--- config.mk ---
export PLATFORM = sky130hd
export DESIGN_NAME = adc_ctrl_port
export DESIGN_NICKNAME = d
export VERILOG_FILES = /design/src/rtl/adc_ctrl_pkg.sv /design/src/rtl/adc_ctrl_seq.sv /design/src/rtl/adc_ctrl_dp.sv /design/src/rtl/adc_ctrl_port.sv
export SDC_FILE = /design/constraint.sdc
export NUM_CORES = 1
export LEC_CHECK = 0
export CAP_MARGIN = 5
export CORE_AREA = 2 2 71 73
export CTS_CLUSTER_SIZE = 16
export DETAILED_ROUTE_END_ITERATION = 6
export DIE_AREA = 0 0 73 75
export HOLD_SLACK_MARGIN = 0.05
export PLACE_DENSITY = 0.46
export SLEW_MARGIN = 15
export SYNTH_ARGS = -nofsm -noshare
export SYNTH_HDL_FRONTEND = slang
export SYNTH_SLANG_ARGS = --single-unit
--- constraint.sdc ---
create_clock -name clk -period 2.67 [get_ports clk]
set_clock_uncertainty 0.2 [all_clocks]
set_input_delay 0.534 -clock clk [delete_from_list [all_inputs] [get_ports clk]]
set_output_delay 0.534 -clock clk [all_outputs]
set_load 0.05 [all_outputs]
--- src/rtl/adc_ctrl_pkg.sv ---
package adc_ctrl_pkg;
  localparam int WORD_W     = 10;
  localparam int ADDR_BIT   = 8;
  localparam int PD_HI      = 7;
  localparam int PD_LO      = 6;
  localparam int IN4_BIT    = 5;
  localparam int DIFF_BIT   = 4;
  localparam int CH_HI      = 3;
  localparam int CH_LO      = 2;
  localparam int START_BIT  = 1;
  localparam int EXTREF_BIT = 0;

  typedef enum logic [1:0] {
    PD_FULL_NOW    = 2'b00,
    PD_PARTIAL_EOC = 2'b01,
    PD_FULL_EOC    = 2'b10,
    PD_AWAKE       = 2'b11
  } pdCode_e;

  // strobes from control to datapath
  typedef struct packed {
    logic shiftEn;
    logic commit;
  } ctrlStrobe_t;

  typedef struct packed {
    logic [1:0] pdCode;
    logic       in4Ref;
    logic       diffMode;
    logic [1:0] chSel;
    logic       extRef;
  } ctrlCfg_t;
endpackage

--- src/rtl/adc_ctrl_seq.sv ---
module adc_ctrl_seq
  import adc_ctrl_pkg::*;
#(
  parameter int START_DLY = 8
) (
  input  logic        clk,
  input  logic        rstN,
  input  logic        frameN,
  input  logic        bitValid,
  input  logic        convDone,
  input  logic        addrOk,
  input  logic        newStart,
  input  logic [1:0]  curPd,
  output ctrlStrobe_t strobe,
  output logic        convStart,
  output logic        convPending,
  output logic        autoDown
);
  localparam int CNT_W  = $clog2(START_DLY + 1);
  localparam int BCNT_W = $clog2(WORD_W + 1);

  logic              frameQ;
  logic              frameFall;
  logic              accept;
  logic              eocModes;
  logic [BCNT_W-1:0] bitCnt;
  logic [BCNT_W-1:0] effCnt;
  logic [CNT_W-1:0]  dlyCnt;
  logic              dlyLast;

  always_comb begin
    frameFall      = frameQ & ~frameN;
    effCnt         = frameFall ? '0 : bitCnt;
    strobe.shiftEn = bitValid & ~frameN & (effCnt < BCNT_W'(WORD_W));
    strobe.commit  = strobe.shiftEn & (effCnt == BCNT_W'(WORD_W - 1));
    accept         = strobe.commit & addrOk;
    dlyLast        = (dlyCnt == CNT_W'(1));
    eocModes       = (curPd == PD_PARTIAL_EOC) || (curPd == PD_FULL_EOC);
  end

  always_ff @(posedge clk or negedge rstN) begin
    if (!rstN) begin
      frameQ      <= 1'b1;
      bitCnt      <= BCNT_W'(WORD_W);
      dlyCnt      <= '0;
      convStart   <= 1'b0;
      convPending <= 1'b0;
      autoDown    <= 1'b0;
    end else begin
      frameQ    <= frameN;
      bitCnt    <= effCnt + BCNT_W'(strobe.shiftEn);
      convStart <= ~accept & dlyLast;

      if (accept)
        dlyCnt <= newStart ? CNT_W'(START_DLY) : '0;
      else if (dlyCnt != '0)
        dlyCnt <= dlyCnt - CNT_W'(1);

      if (accept)
        convPending <= newStart;
      else if (convDone)
        convPending <= 1'b0;

      if (accept || dlyLast)
        autoDown <= 1'b0;
      else if (convDone && eocModes)
        autoDown <= 1'b1;
    end
  end
endmodule

--- src/rtl/adc_ctrl_dp.sv ---
module adc_ctrl_dp
  import adc_ctrl_pkg::*;
(
  input  logic        clk,
  input  logic        rstN,
  input  logic        bitIn,
  input  logic        addrPin,
  input  logic        rdFrameN,
  input  ctrlStrobe_t strobe,
  input  logic        autoDown,
  output logic        addrOk,
  output logic        newStart,
  output logic [1:0]  curPd,
  output logic        busOwner,
  output logic        sdoOe,
  output logic        fullPowerDown,
  output logic        partialPowerDown,
  output logic        refPowerDown,
  output logic [1:0]  posSel,
  output logic [1:0]  negSel,
  output logic        negIsGnd
);
  logic [WORD_W-1:0] shiftReg;
  logic [WORD_W-1:0] nextWord;
  ctrlCfg_t          cfgQ;

  always_comb begin
    nextWord = {shiftReg[WORD_W-2:0], bitIn};
    addrOk   = (nextWord[ADDR_BIT] == addrPin);
    newStart = nextWord[START_BIT];
  end

  always_ff @(posedge clk or negedge rstN) begin
    if (!rstN) begin
      shiftReg <= '0;
      cfgQ     <= '0;
      busOwner <= 1'b0;
    end else begin
      if (strobe.shiftEn)
        shiftReg <= nextWord;
      if (strobe.commit) begin
        busOwner <= addrOk;
        if (addrOk) begin
          cfgQ.pdCode   <= nextWord[PD_HI:PD_LO];
          cfgQ.in4Ref   <= nextWord[IN4_BIT];
          cfgQ.diffMode <= nextWord[DIFF_BIT];
          cfgQ.chSel    <= nextWord[CH_HI:CH_LO];
          cfgQ.extRef   <= nextWord[EXTREF_BIT];
        end
      end
    end
  end

  always_comb begin
    curPd            = cfgQ.pdCode;
    fullPowerDown    = (cfgQ.pdCode == PD_FULL_NOW) ||
                       ((cfgQ.pdCode == PD_FULL_EOC) && autoDown);
    partialPowerDown = (cfgQ.pdCode == PD_PARTIAL_EOC) && autoDown;
    refPowerDown     = cfgQ.extRef;
    sdoOe            = busOwner & ~rdFrameN;
    posSel           = cfgQ.chSel;
    if (cfgQ.diffMode) begin
      negSel   = {cfgQ.chSel[1], ~cfgQ.chSel[0]};
      negIsGnd = 1'b0;
    end else if (cfgQ.in4Ref) begin
      negSel   = 2'd3;
      negIsGnd = 1'b0;
    end else begin
      negSel   = 2'd0;
      negIsGnd = 1'b1;
    end
  end
endmodule

--- src/rtl/adc_ctrl_port.sv ---
module adc_ctrl_port
  import adc_ctrl_pkg::*;
#(
  parameter int START_DLY = 8
) (
  input  logic       clk,
  input  logic       rstN,
  input  logic       frameN,
  input  logic       bitValid,
  input  logic       bitIn,
  input  logic       addrPin,
  input  logic       rdFrameN,
  input  logic       convDone,
  output logic       sdoOe,
  output logic       busOwner,
  output logic       convStart,
  output logic       convPending,
  output logic       fullPowerDown,
  output logic       partialPowerDown,
  output logic       refPowerDown,
  output logic [1:0] posSel,
  output logic [1:0] negSel,
  output logic       negIsGnd
);
  ctrlStrobe_t strobe;
  logic        addrOk;
  logic        newStart;
  logic        autoDown;
  logic [1:0]  curPd;

  adc_ctrl_seq #(.START_DLY(START_DLY)) u_seq (
    .clk(clk), .rstN(rstN), .frameN(frameN), .bitValid(bitValid),
    .convDone(convDone), .addrOk(addrOk), .newStart(newStart),
    .curPd(curPd), .strobe(strobe), .convStart(convStart),
    .convPending(convPending), .autoDown(autoDown)
  );

  adc_ctrl_dp u_dp (
    .clk(clk), .rstN(rstN), .bitIn(bitIn), .addrPin(addrPin),
    .rdFrameN(rdFrameN), .strobe(strobe), .autoDown(autoDown),
    .addrOk(addrOk), .newStart(newStart), .curPd(curPd),
    .busOwner(busOwner), .sdoOe(sdoOe), .fullPowerDown(fullPowerDown),
    .partialPowerDown(partialPowerDown), .refPowerDown(refPowerDown),
    .posSel(posSel), .negSel(negSel), .negIsGnd(negIsGnd)
  );
endmodule

==> metrics.md, run 1 <==
| Metric | Value |
|---|---|
| Final setup violation count | 0 |
| Initial Util | 28.62% |
| Peak supply drop | 0.3058 mV |
| Commonest non-fill, non-tap cell in the layout | dfrtp_1 |
| Max Clock Freq | 395.2 MHz |
| Hold-fix buffers, CTS | 0 |
| DP Wirelength | 1715 um |
| Inserted Clock Buffers | 3 |
| Global-route wire length before repair | 4077 um |
| N_diodes | 0 |
| Post-Syn Instances | between 100 and 150 |
| Cells after DPL | 181 |
| Setup TNS | 0 ps |
| Fillers | 456 |
| Clock share of power | 25.8% |
| Critical path peak fanout | 3 |
| CP startpoint kind | flip-flop |
| DRC | 0 |
| R2r setup slk | 550 ps |
| Crit path DAT | 1800 ps |
| Period Utilization, post-route | approximately 95% |
| CTS tree | done |
| Crit path launch | u_dp.curPd[1] |
| Status | complete, no violations |
| Routed Antenna Nets | 0 |
| Vias/cell | between 4 and 5 |
| Share of layout cells above drive strength 1 | 29.01% |
| Worst setup EP type | output port |
| Final slew viol count | 0 |
| Mapped cell area | roughly 1300 sq um |
| Pwr Density | 745.4 nW/um^2 |
| Iter 0 DRT Violations | 8 |
| Pint | 0.9072 mW |
| Die area | 5475 sq um |
| Longest Clk Path Bufs | 2 |
| RSZ-0062 raised after global routing | false |
| Critical Path RT | roughly 1900 ps |
| Worst-Skew Late Latency | 270 ps |
| IO Count | 20 |
| Seq cells post-synth | 28 |
| Most frequent cells in the layout | 25 x dfrtp_1, 17 x clkdlybuf4s50_1, 14 x mux2_2, 8 x inv_1, 8 x nor2_1 |
| Critical Setup Path Class | flip-flop to output port |
| Core area | roughly 4700 sq um |
| Clk sinks | 28 |
| CTS H-tree lvls | 1 |
| DRT Pass-1 Iters | 2 |
| Reg-to-Reg End | u_dp.posSel[0] |
| Total Power | 1.268 mW |
| Tmin final | between 2000 and 3000 ps |
| Total GRT Usage | around 10% |
| Chip height | 75 um |
| # rows | 25 |
| Root buffer cell | clkbuf_8 |
| Initial antenna violation count | 0 |
| Clk slew on worst S/H paths | 90 ps |
| Sw power | 0.3611 mW |
| Number of library cell types mapped by synthesis | 30 |
| Mapped Nets | 119 |
| Post-Route Utilization | 36.51% |
| Gate power share | 26.0% |
| Hold Crit Depth | 1 |
| Hold WC Path Type | flip-flop to flip-flop |
| Worst Reg-to-Reg Cells | 4 |
| Register area share after synthesis | 52.81% |
| Yosys warnings | 0 |
| Worst hold margin | 333.8 ps |
| Post-synthesis area per instance | 12.82 sq um |
| GPL Wtd Cong | 0.7654 |
| Register share of total power | 48.2% |
| Total Nets Final | roughly 150 |
| Final Non-Filler Cells | 185 |
| Number of global-route vias before repair | between 900 and 1,000 |
| Hold Fails Final Rpt | 0 |
| Port bufs | 19 |
| DR WL/cell | 12.12 um |
| Worst r2r src | u_seq.bitCnt[2] |
| Layout area overhead | 27.58% |
| Routed wire length | roughly 2200 um |
| Worst Hold Path EP | u_dp.curPd[0] |
| Rel. slew slack | 65.46% |
| Worst hold start | u_dp.shiftReg[5] |
| Leakage power | 0.7646 nW |
| Largest net degree at the start of global routing | 29 |
| GRT overflow | 0 |
| Switching Share | 28.47% |
| MaxCap Viol Count | 0 |
| Worst-margin pin slew | 516.5 ps |
| Routed via count | between 800 and 900 |
| Die X | between 70 and 80 um |
==> synthesized netlist by cell type <==
master | instances | area share [%]
or4b_4 | 1 | 1.0
nand3_1 | 1 | 0.37
nor3_1 | 1 | 0.37
o31ai_1 | 1 | 0.56
a211oi_1 | 2 | 1.1
inv_1 | 8 | 2.3
or2b_1 | 1 | 0.56
nor4_4 | 1 | 1.6
nand2b_1 | 2 | 0.94
buf_6 | 1 | 0.84
o21ai_0 | 1 | 0.37
xnor2_1 | 3 | 2.0
or3b_2 | 1 | 0.66
buf_4 | 2 | 1.1
mux2_4 | 4 | 4.5
a21o_1 | 1 | 0.56
nor2_1 | 8 | 2.3
o311ai_2 | 1 | 1.2
nor2b_1 | 3 | 1.4
xor2_1 | 1 | 0.66
and2_1 | 1 | 0.47
mux2_2 | 14 | 12
and2b_1 | 1 | 0.56
nand2_1 | 5 | 1.4
dfstp_2 | 3 | 5.9
dfrtp_1 | 25 | 47
and2b_2 | 1 | 0.66
ha_1 | 7 | 6.6
nand3b_1 | 1 | 0.56
a21oi_1 | 2 | 0.75
==> critical path, cell delays in order (launching register included) <==
cell and delay [ps]:
dfrtp_1 410, inv_1 80, ha_1 130, and2_1 110
clkdlybuf4s50_1 790
==> registers in the layout, summed over array words and instances, names as in the netlist, 2 cells and up <==
| signal | count |
|---|---|
| u_dp.cfgQ | 2 |
| u_dp.curPd | 2 |
| u_dp.posSel | 2 |
| u_dp.shiftReg | 8 |
| u_seq.bitCnt | 4 |
| u_seq.dlyCnt | 4 |
==> worst max path at each step <==
stage                             endpoint  depth (start not counted)
after floorplan               u_dp.cfgQ[3]                          4
after global placement      u_dp.posSel[0]                          5
after detailed placement    u_dp.posSel[0]                          5
after CTS                    fullPowerDown                          4
after global routing      partialPowerDown                          4
final                     partialPowerDown                          4
==> area by class of cell <==
cell class	count	area, sq um	area share (%)
multi-input cells	65	573.1	33.68
well taps	54	67.56	3.971
flip-flops and latches	28	704.4	41.40
clock buffers	3	41.29	2.426
repair buffers	26	255.2	15.00
inverters	8	30.03	1.765
clock inverters	1	30.03	1.765
==> power groups by stage <==
stage               Sequential (mW)  Clock (mW)  Combinational (mW)
global placement              0.623           0               0.329
global route                  0.631       0.362               0.368
floorplan                     0.628           0               0.224
detailed placement            0.622           0               0.334
CTS                           0.614       0.344               0.337
finish                        0.612       0.327               0.329
==> per-layer routing <==
metal / GRT usage, % / up-vias / wire length (um)
met5: 0 / - / 0
met4: 3.704 / 0 / 22
met3: 3.347 / 2 / 92
met2: 17.42 / 13 / 1142
met1: 11.45 / 399 / 984
li1: - / 401 / -
==> logic make-up after synthesis <==
| group | Yosys count | synth area share, % |
|---|---|---|
| mux | 18 | 16.32 |
| compound gates | 8 | 4.597 |
| fa+ha+maj | 7 | 6.566 |
| simple gates | 28 | 12.85 |
| buf+inv | 11 | 4.221 |
| xor+xnor | 4 | 2.627 |
| flops | 28 | 52.81 |
==> stage by stage <==
| stage | worst slack, ps | cell area, sq um |
|---|---|---|
| floorplan | 366.9 | 1334 |
| global placement | -23.35 | 1628 |
| detailed placement | -46.51 | 1628 |
| CTS | 72.10 | 1699 |
| global route | 49.01 | 1702 |
| finish | 139.6 | 1702 |
==> repair_timing <==
action / 4_1_cts / 5_1_grt
setup buffers: 0 / 0
setup endpoints to repair: 0 / 1
gates resized for setup: 0 / 1
(Power assumes the default switching activity.)
==> run 2: changes to the inputs <==
--- a/config.mk
+++ b/config.mk
@@ -7,7 +7,6 @@
 export LEC_CHECK = 0
 export CAP_MARGIN = 5
 export CORE_AREA = 2 2 71 73
-export CTS_CLUSTER_SIZE = 16
 export DETAILED_ROUTE_END_ITERATION = 6
 export DIE_AREA = 0 0 73 75
 export HOLD_SLACK_MARGIN = 0.05
==> results of run 2 <==
The final DEF is identical to that of run 1; final timing and power are the same.
==> run 3: changes to the inputs <==
--- a/config.mk
+++ b/config.mk
@@ -5,12 +5,12 @@
 export SDC_FILE = /design/constraint.sdc
 export NUM_CORES = 1
 export LEC_CHECK = 0
-export CAP_MARGIN = 5
-export CORE_AREA = 2 2 71 73
+export CORE_AREA = 2 2 61 63
+export CTS_BUF_LIST = sky130_fd_sc_hd__clkbuf_2 sky130_fd_sc_hd__clkbuf_4 sky130_fd_sc_hd__clkbuf_8
 export DETAILED_ROUTE_END_ITERATION = 6
-export DIE_AREA = 0 0 73 75
+export DIE_AREA = 0 0 63 65
 export HOLD_SLACK_MARGIN = 0.05
-export PLACE_DENSITY = 0.46
+export PLACE_DENSITY = 0.6
 export SLEW_MARGIN = 15
 export SYNTH_ARGS = -nofsm -noshare
 export SYNTH_HDL_FRONTEND = slang
==> metrics.md, run 3 (synthesis gave the netlist of run 1 again) <==
| Metric | Value |
|---|---|
| Status | complete, no violations |
| Worst setup EP type | output port |
| Root buffer cell | clkbuf_4 |
| Largest regs | u_dp.shiftReg x8, u_seq.bitCnt x4, u_seq.dlyCnt x4 |
| Crit path DAT | 1750 ps |
| CP startpoint kind | flip-flop |
| Commonest non-fill, non-tap cell in the layout | dfrtp_1 |
| GRT overflow | 0 |
| Hold Fails Final Rpt | 0 |
| Hold-fix buffers, CTS | 0 |
| Worst hold margin | 338.4 ps |
| Longest Clk Path Bufs | 2 |
| Iter 0 DRT Violations | 22 |
| CTS H-tree lvls | 1 |
| GPL Wtd Cong | 0.7707 |
| Most flop-heavy register | u_dp.shiftReg |
| Setup TNS | 0 ps |
| Period Utilization, post-route | 93.09% |
| DR WL/cell | 12.15 um |
| Initial Util | 38.15% |
| Die X | about 63 um |
| DRT Pass-1 Iters | 4 |
| Worst-margin pin slew | 503.0 ps |
| Total GRT Usage | 12.54% |
| Initial antenna violation count | 0 |
| Max Clock Freq | 402.3 MHz |
| CTS tree | done |
| Tmin final | 2485 ps |
| Most frequent cells in the layout | 25 x dfrtp_1, 15 x clkdlybuf4s50_1, 14 x mux2_2, 8 x inv_1, 8 x nor2_1 |
| Routed wire length | around 2200 um |
| Critical Path RT | 1940 ps |
| Number of global-route vias before repair | 885 |
| Layout area overhead | 23.73% |
| Core area | between 3000 and 4000 sq um |
| Clk slew on worst S/H paths | 150 ps |
| Critical Setup Path Class | flip-flop to output port |
| Worst-Skew Late Latency | 310 ps |
| Port bufs | 19 |
| Share of layout cells above drive strength 1 | 28.46% |
| Final setup violation count | 0 |
| MaxCap Viol Count | 0 |
| Routed via count | 818 |
| # rows | 22 |
| Inserted Clock Buffers | 3 |
| Routed Antenna Nets | 0 |
| Vias/cell | 4.596 |
| Max reg flops | 8 |
| Fillers | 338 |
| Chip height | 65 um |
| Hold WC Path Type | flip-flop to flip-flop |
| DRC | 0 |
| Largest net degree at the start of global routing | 29 |
| IO Count | 20 |
| Total Nets Final | ~150 |
| RSZ-0062 raised after global routing | false |
| Critical path peak fanout | 4 |
| N_diodes | 0 |
| Leakage power | 0.7796 nW |
| DP Wirelength | 1711 um |
| Total Power | 1.133 mW |
| Pwr Density | 686.7 nW/um^2 |
| Die area | between 4000 and 5000 sq um |
| Peak supply drop | about 0.37 mV |
| Clk sinks | 28 |
| Rel. slew slack | 66.41% |
| Global-route wire length before repair | 4077 um |
| Final slew viol count | 0 |
## run 3: final cells by class
type | count | area (sq um) | share of cell area [%]
inverters | 8 | 30.03 | 1.820
clock buffers | 4 | 30.03 | 1.820
multi-input cells | 65 | 573.1 | 34.72
repair buffers | 25 | 252.7 | 15.31
flip-flops and latches | 28 | 704.4 | 42.68
well taps | 48 | 60.06 | 3.639
## run 3: report_power, final
part	total, mW	internal, mW	switching (mW)
Sequential	0.613	0.531	0.0827
Clock	0.186	0.0686	0.117
Combinational	0.334	0.176	0.158
Total	1.13	0.776	0.357
## run 3: path summary, 6_finish.rpt
kind,start,to,slack (ps),cells past startpoint
hold reg to reg,u_dp.shiftReg[5],u_dp.curPd[0],340,1
setup reg to reg,u_seq.bitCnt[2],u_dp.posSel[0],560,4
max in group asynchronous,rstN,u_seq.bitCnt[1],1600,2
min in group asynchronous,rstN,u_dp.curPd[1],360,2
setup / recovery,u_dp.cfgQ[3],negSel[1],180,4
hold / removal,u_dp.shiftReg[5],u_dp.curPd[0],340,1
## run 3: repair_timing
item,in CTS,in global routing
setup endpoints to repair,0,3
hold endpoints to repair,0,0
resized for setup,0,3
setup buffers,0,0
## run 3: routing by layer
metal	track usage [%]	wire [um]	vias to the layer above
li1	-	-	403
met2	22.34	1122	16
met1	15.27	942	397
met5	0	0	-
met3	3.819	89	2
met4	1.667	9	0
## run 3: per-stage QoR
step | utilization, % | cell area (sq um) | instances | setup slack (ps)
finish | 47.21 | 1650 | 178 | 184.6
global route | 47.21 | 1650 | 178 | 41.57
CTS | 46.99 | 1643 | 178 | 11.92
detailed placement | 46.13 | 1613 | 174 | -27.72
global placement | 46.13 | 1613 | 174 | 6.226
floorplan | - | 1334 | 104 | 366.9
## run 3: worst max-delay path, cell delays in order, from the launching register on
cell and delay (ps):
dfrtp_1 440, inv_1 80, nand2_1 60, nand2_1 50, clkdlybuf4s50_1 790
